===== config.mk =====
export PLATFORM = sky130hd
export DESIGN_NAME = mont_mul
export DESIGN_NICKNAME = d
export VERILOG_FILES = /design/src/rtl/mont_pkg.sv /design/src/rtl/mont_step.sv /design/src/rtl/mont_correct.sv /design/src/rtl/mont_ctrl.sv /design/src/rtl/mont_mul.sv
export SDC_FILE = /design/constraint.sdc
export NUM_CORES = 1
export LEC_CHECK = 0
export BUFFER_PORTS_ARGS = -buffer_cell sky130_fd_sc_hd__buf_4
export CELL_PAD_IN_SITES_DETAIL_PLACEMENT = 0
export CELL_PAD_IN_SITES_GLOBAL_PLACEMENT = 1
export CORE_MARGIN = 1
export CORE_UTILIZATION = 35
export CTS_BUF_LIST = sky130_fd_sc_hd__clkbuf_2
export DETAILED_ROUTE_END_ITERATION = 10
export PLACE_DENSITY = 0.8
export SYNTH_ARGS = -nofsm -noshare
export SYNTH_HDL_FRONTEND = slang
export SYNTH_SLANG_ARGS = --single-unit

===== constraint.sdc =====
create_clock -name clk -period 5 [get_ports clk]
set_clock_uncertainty 0.1 [all_clocks]
set_input_delay 1 -clock clk [delete_from_list [all_inputs] [get_ports clk]]
set_output_delay 1 -clock clk [all_outputs]
set_load 0.02 [all_outputs]

===== src/rtl/mont_pkg.sv =====
package mont_pkg;
  typedef enum logic [1:0] {
    ST_IDLE = 2'd0,
    ST_RUN  = 2'd1,
    ST_CORR = 2'd2,
    ST_HOLD = 2'd3
  } mont_state_e;
endpackage


===== src/rtl/mont_step.sv =====
// One bit-serial Montgomery iteration: add B on the scanned bit of A,
// add M when the sum is odd, then halve exactly.
module mont_step #(
  parameter int WIDTH = 32,
  localparam int AW = WIDTH + 1,
  localparam int EW = WIDTH + 2
) (
  input  logic [AW-1:0]    acc_i,
  input  logic [WIDTH-1:0] b_i,
  input  logic [WIDTH-1:0] m_i,
  input  logic             a_bit_i,
  output logic [AW-1:0]    acc_o
);
  logic [EW-1:0] with_b;
  logic [EW-1:0] with_m;

  always_comb begin
    with_b = {1'b0, acc_i} + (a_bit_i ? {2'b00, b_i} : '0);
    with_m = with_b + (with_b[0] ? {2'b00, m_i} : '0);
    acc_o  = with_m[EW-1:1];
  end
endmodule


===== src/rtl/mont_correct.sv =====
// Final correction: both candidates formed at once, borrow selects.
module mont_correct #(
  parameter int WIDTH = 32,
  localparam int AW = WIDTH + 1,
  localparam int EW = WIDTH + 2
) (
  input  logic [AW-1:0]    acc_i,
  input  logic [WIDTH-1:0] m_i,
  output logic [WIDTH-1:0] res_o
);
  logic [EW-1:0] diff;
  logic          borrow;

  always_comb begin
    diff   = {1'b0, acc_i} - {2'b00, m_i};
    borrow = diff[EW-1];
    res_o  = borrow ? acc_i[WIDTH-1:0] : diff[WIDTH-1:0];
  end
endmodule


===== src/rtl/mont_ctrl.sv =====
module mont_ctrl
  import mont_pkg::*;
#(
  parameter int WIDTH = 32,
  localparam int CW = $clog2(WIDTH + 1)
) (
  input  logic clk,
  input  logic rst_n,
  input  logic in_valid,
  input  logic out_ready,
  output logic in_ready,
  output logic out_valid,
  output logic load,
  output logic step_en,
  output logic corr_en
);
  localparam logic [CW-1:0] LAST = CW'(WIDTH - 1);

  mont_state_e   state;
  logic [CW-1:0] cnt;

  always_comb begin
    in_ready  = (state == ST_IDLE);
    out_valid = (state == ST_HOLD);
    load      = in_ready && in_valid;
    step_en   = (state == ST_RUN);
    corr_en   = (state == ST_CORR);
  end

  always_ff @(posedge clk or negedge rst_n) begin
    if (!rst_n) begin
      state <= ST_IDLE;
      cnt   <= '0;
    end else begin
      unique case (state)
        ST_IDLE: if (in_valid) begin
          state <= ST_RUN;
          cnt   <= '0;
        end
        ST_RUN: begin
          cnt <= cnt + 1'b1;
          if (cnt == LAST) state <= ST_CORR;
        end
        ST_CORR: state <= ST_HOLD;
        ST_HOLD: if (out_ready) state <= ST_IDLE;
        default: state <= ST_IDLE;
      endcase
    end
  end

  // an accepted transfer closes the input channel next cycle
  p_accept_closes_r2: assert property (@(posedge clk) disable iff (!rst_n)
    (in_valid && in_ready) |=> !in_ready);

  // result is held under back-pressure
  p_hold_valid_r6: assert property (@(posedge clk) disable iff (!rst_n)
    (out_valid && !out_ready) |=> out_valid);

  // handing over the result reopens the input
  p_release_r8: assert property (@(posedge clk) disable iff (!rst_n)
    (out_valid && out_ready) |=> (in_ready && !out_valid));

  // the step counter never runs past the last scanned bit
  p_count_bound_r5: assert property (@(posedge clk) disable iff (!rst_n)
    step_en |-> (cnt <= LAST));
endmodule


===== src/rtl/mont_mul.sv =====
module mont_mul
  import mont_pkg::*;
#(
  parameter int WIDTH = 32,
  localparam int AW = WIDTH + 1
) (
  input  logic             clk,
  input  logic             rst_n,
  input  logic             in_valid,
  output logic             in_ready,
  input  logic [WIDTH-1:0] in_a,
  input  logic [WIDTH-1:0] in_b,
  input  logic [WIDTH-1:0] in_m,
  output logic             out_valid,
  input  logic             out_ready,
  output logic [WIDTH-1:0] out_data
);
  logic             load, step_en, corr_en;
  logic [WIDTH-1:0] a_sh, b_q, m_q, res_q;
  logic [AW-1:0]    acc_q, acc_nxt;
  logic [WIDTH-1:0] res_nxt;

  mont_ctrl #(.WIDTH(WIDTH)) u_ctrl (
    .clk       (clk),
    .rst_n     (rst_n),
    .in_valid  (in_valid),
    .out_ready (out_ready),
    .in_ready  (in_ready),
    .out_valid (out_valid),
    .load      (load),
    .step_en   (step_en),
    .corr_en   (corr_en)
  );

  mont_step #(.WIDTH(WIDTH)) u_step (
    .acc_i   (acc_q),
    .b_i     (b_q),
    .m_i     (m_q),
    .a_bit_i (a_sh[0]),
    .acc_o   (acc_nxt)
  );

  mont_correct #(.WIDTH(WIDTH)) u_corr (
    .acc_i (acc_q),
    .m_i   (m_q),
    .res_o (res_nxt)
  );

  always_ff @(posedge clk or negedge rst_n) begin
    if (!rst_n) begin
      a_sh  <= '0;
      b_q   <= '0;
      m_q   <= '0;
      acc_q <= '0;
      res_q <= '0;
    end else begin
      if (load) begin
        a_sh  <= in_a;
        b_q   <= in_b;
        m_q   <= in_m;
        acc_q <= '0;
      end else if (step_en) begin
        a_sh  <= a_sh >> 1;
        acc_q <= acc_nxt;
      end
      if (corr_en) res_q <= res_nxt;
    end
  end

  assign out_data = res_q;

  // running sum stays below 2M, so n+2 bits suffice
  p_no_overflow_r3: assert property (@(posedge clk) disable iff (!rst_n)
    step_en |-> (acc_q < {m_q, 1'b0}));

  // delivered result is reduced below the modulus
  p_result_range_r4: assert property (@(posedge clk) disable iff (!rst_n)
    (out_valid && m_q[0]) |-> (out_data < m_q));

  // data is stable while the consumer stalls
  p_out_stable_r6: assert property (@(posedge clk) disable iff (!rst_n)
    (out_valid && !out_ready) |=> $stable(out_data));

  // operands do not move while a run is in flight
  p_operands_frozen_r7: assert property (@(posedge clk) disable iff (!rst_n)
    step_en |=> ($stable(b_q) && $stable(m_q)));
endmodule


==> metrics.md <==
| Metric | Value |
|---|---|
| Status | complete, no violations |
| Bufs on Longest Clock Path | 2 |
| Routed WL per cell | 16.6 um |
| Max-slew violations | 0 |
| Crit path buffers/inverters | 1 |
| P_leak | 0.00694 uW |
| Hpwl dp | 24800 um |
| Drt initial violations | 552 |
| Die ar. | 0.0358 sq mm |
| Largest family of logic cells by synthesized area | compound AO/OA/AOI/OAI gates |
| Initial antenna violation count | 1 |
| Clk slew on worst S/H paths | 0.29 ns |
| Pre-antenna DRT Iters | 5 |
| Top cells by count, synth | 227 x nand2_1, 169 x dfrtp_1, 110 x nor2_1 |
| Worst hold-check path type | in2reg |
| Area growth from synthesis to layout | 18.6% |
| Post-synth EDFFs | 0 |
| Synth warn | 0 |
| FF-to-FF End | acc_q[32] |
| Die X | 189 um |
| Final min period | 4.93 ns |
| # IOs | 134 |
| Cell area after layout | 0.0145 sq mm |
| Endpoints failing hold | 0 |
| Crit. Startpoint | a_sh[0] |
| Syn Area/Cell | 8.49 sq um |
| Slowest cell on the critical path | dfrtp_2 |
| WL final | 34100 um |
| Ys async rst share | 100% |
| Post-Syn Instances | 1444 |
| Yosys top cell area share | 34.5% |
| Most common cell in the netlist | nand2_1 |
| Starting Density | 35.5% |
| Post-synthesis instance area | 0.0123 sq mm |
| Critical Path Sink Type | flop |
| Proportion of synthesized area in mux cells | 4.50% |
| Final worst-path cycle share | 98.6% |
| Simple-Gate Fraction of Synth Area | 19.8% |
| Sequential area share after synthesis | 34.5% |
| Min-Delay Endpoint | b_q[15] |
| Row cnt | 68 |
| IO buf count | 133 |
| Core footprint | 0.0345 sq mm |
| Hold Path Depth | 3 |
| GRT Total Usage | 18.9% |
| Slew @ Worst Pin | 1.12 ns |
| RSZ-0062 raised after global routing | yes |
| CTS H-tree depth | 4 |
| Vias in the first global route | 10300 |
| Unique cell type count in the Yosys netlist | 69 |
| Compound-Gate Fraction of Synth Area | 20.5% |
| Worst Path Required | 5.71 ns |
| Pwr dens | 799 mW/mm^2 |
| Yosys top cell by area | dfrtp_1 |
| Die height | 189 um |
| Final WS setup | 0.0709 ns |
| Fraction of final layout cells sized beyond drive strength 1 | 18.0% |
| CTS tree | done |
| Pre-CTS setup slack | -0.102 ns |
| Synth Register Bits | 169 |
| Max-cap violations | 0 |
| HP Start | in_b[15] |
| Relative slew slack | 25.6% |
| CP Cell Sequence | and2_4 -> ha_4 -> inv_2 -> fa_2 -> nor2b_2 -> o2111a_1 -> o21ai_2 -> a21boi_2 -> nor2_2 -> or4_4 -> nand2_2 -> xor2_1 -> ha_1 -> a21o_1 -> a211o_1 -> a21oi_2 -> o21ai_1 -> o211ai_1 -> o22ai_2 -> o221ai_2 -> a211oi_2 -> a221o_1 -> nor2_1 |
| Post-Synth XOR/XNOR Area | 5.72% |
| Residual DRC | 0 |
| Antenna violation net count after detailed routing | 0 |
| Signal arrival time at the worst endpoint | 5.64 ns |
| Cell family with most CP delay | compound AO/OA/AOI/OAI gates |
| Clk sinks | 169 |
| Vias post-DR | 10700 |
| Internal reg-to-reg setup slack | 0.07 ns |
| CP Class | reg2reg |
| R2R depth | 23 |
| Vias/cell | 5.21 |
| Setup violators final | 0 |
| Grt ovf | 0 |
| Clock Latency Late Sink | 0.85 ns |
| Cell Area, Placed | 0.0139 sq mm |
| Leading post-synthesis cells by cell area | dfrtp_1 35%, ha_1 10%, nand2_1 7.0% |
| Reg2reg start | a_sh[0] |
| Worst VDD drop | 0.000266 V |
| CTS buffer count | 17 |
| Critical Path Start Type | flop |
| Final nets | 1786 |
| Largest net degree at the start of global routing | 96 |
| Global-route wire length before repair | 53800 um |
| Post-Synth Adder-Cell Area | 10.7% |
| CTS root buf | clkbuf_2 |
| Critical Path Fanout Max | 7 |
| Critical Path Max Stage Delay | 0.57 ns |
| Most used flip-flop cell after synthesis | dfrtp_1 |
| GPL Wtd Cong | 0.877 |
| Synthesized net count | 1647 |
| Fmax | 203 MHz |
sequential cells by signal (all words and copies together), names as in the netlist:
name / count
a_sh: 32
u_ctrl.state: 2
acc_q: 33
m_q: 32
u_ctrl.cnt: 6
b_q: 32
out_data: 32
power by group:
group | leakage, uW | switching, uW | total (uW) | internal, uW
logic | 0.00470 | 4700 | 8320 | 3620
registers | 0.00210 | 530 | 2550 | 2020
clock network | 0.000140 | 546 | 740 | 194
total | 0.00694 | 5770 | 11600 | 5830
worst register-to-register path, delay by kind of cell, from the launching register on:
kind / cells / cell delay [ns]
adder cells (fa/ha/maj): 3 / 0.79
flip-flops: 1 / 0.57
buffers and inverters: 1 / 0.04
AND/OR/NAND/NOR: 6 / 1.01
AO/OA/AOI/OAI: 12 / 2.20
XOR/XNOR: 1 / 0.16
cells in the final DEF (no fill, tap or decap), drive strengths merged, types with 16 or more instances in the layout:
cell / count
nand2: 227
dfrtp: 169
inv: 80
o21a: 16
xnor2: 53
a21oi: 91
nand3: 27
nor2: 110
o21ai: 114
mux2i: 54
a221o: 17
a221oi: 16
and2: 65
nor2b: 28
ha: 100
buf: 176
a21o: 35
clkbuf: 19
xor2: 27
nor3: 20
through the flow:
| step | power [uW] | setup TNS, ns | hold WS, ns | cells | util (%) |
|---|---|---|---|---|---|
| after floorplan | 8390 | 0 | 0.337 | 1444 | - |
| after global placement | 10400 | 0 | 0.356 | 2007 | 40.2 |
| after detailed placement | 10500 | -0.136 | 0.358 | 2007 | 40.2 |
| after CTS | 11300 | 0 | 0.0942 | 2040 | 41.0 |
| after global routing | 12700 | -0.459 | 0.106 | 2052 | 42.1 |
| final | 11600 | 0 | 0.222 | 2052 | 42.1 |
area by class of cell:
| type | instances | area [sq um] |
|---|---|---|
| flip-flops and latches | 169 | 4230 |
| well taps | 455 | 569 |
| repair buffers | 178 | 1400 |
| multi-input cells | 1142 | 7820 |
| inverters | 75 | 282 |
| clock inverters | 14 | 138 |
| diodes | 1 | 2.50 |
| clock buffers | 18 | 90.1 |
| fillers | 3548 | 20000 |
what timing repair did:
action | in CTS | in global routing
pin swaps | 5 | 30
gates resized for setup | 6 | 61
gates cloned | 0 | 1
setup buffers | 0 | 10
hold buffers | 1 | 0
endpoints found under the setup margin | 3 | 13
endpoints found under the hold margin | 44 | 0
routing by layer:
layer / wire, um / share of wire, % / track usage, %
met1: 16500 / 48 / 26.1
met2: 15700 / 46 / 30.6
met3: 1410 / 4.1 / 3.28
met4: 503 / 1.5 / 4.56
met5: 0 / 0 / 0
kinds of logic after synthesis:
kind of cell             count (synthesis)
AND/OR/NAND/NOR                        529
AO/OA/AOI/OAI                          375
flip-flops                             169
buffers and inverters                  133
adder cells (fa/ha/maj)                103
XOR/XNOR                                80
multiplexers                            55
worst max path at each step:
| stage | endpoint | slack (ns) | cells past startpoint |
|---|---|---|---|
| finish | acc_q[32] | 0.07 | 23 |
| floorplan | acc_q[32] | 0.24 | 24 |
| global placement | acc_q[32] | 0.001 | 23 |
| detailed placement | acc_q[32] | -0.10 | 24 |
| global route | acc_q[32] | -0.18 | 24 |
| CTS | acc_q[32] | 0.007 | 22 |
Note: power is estimated with default switching activity, not from simulation.
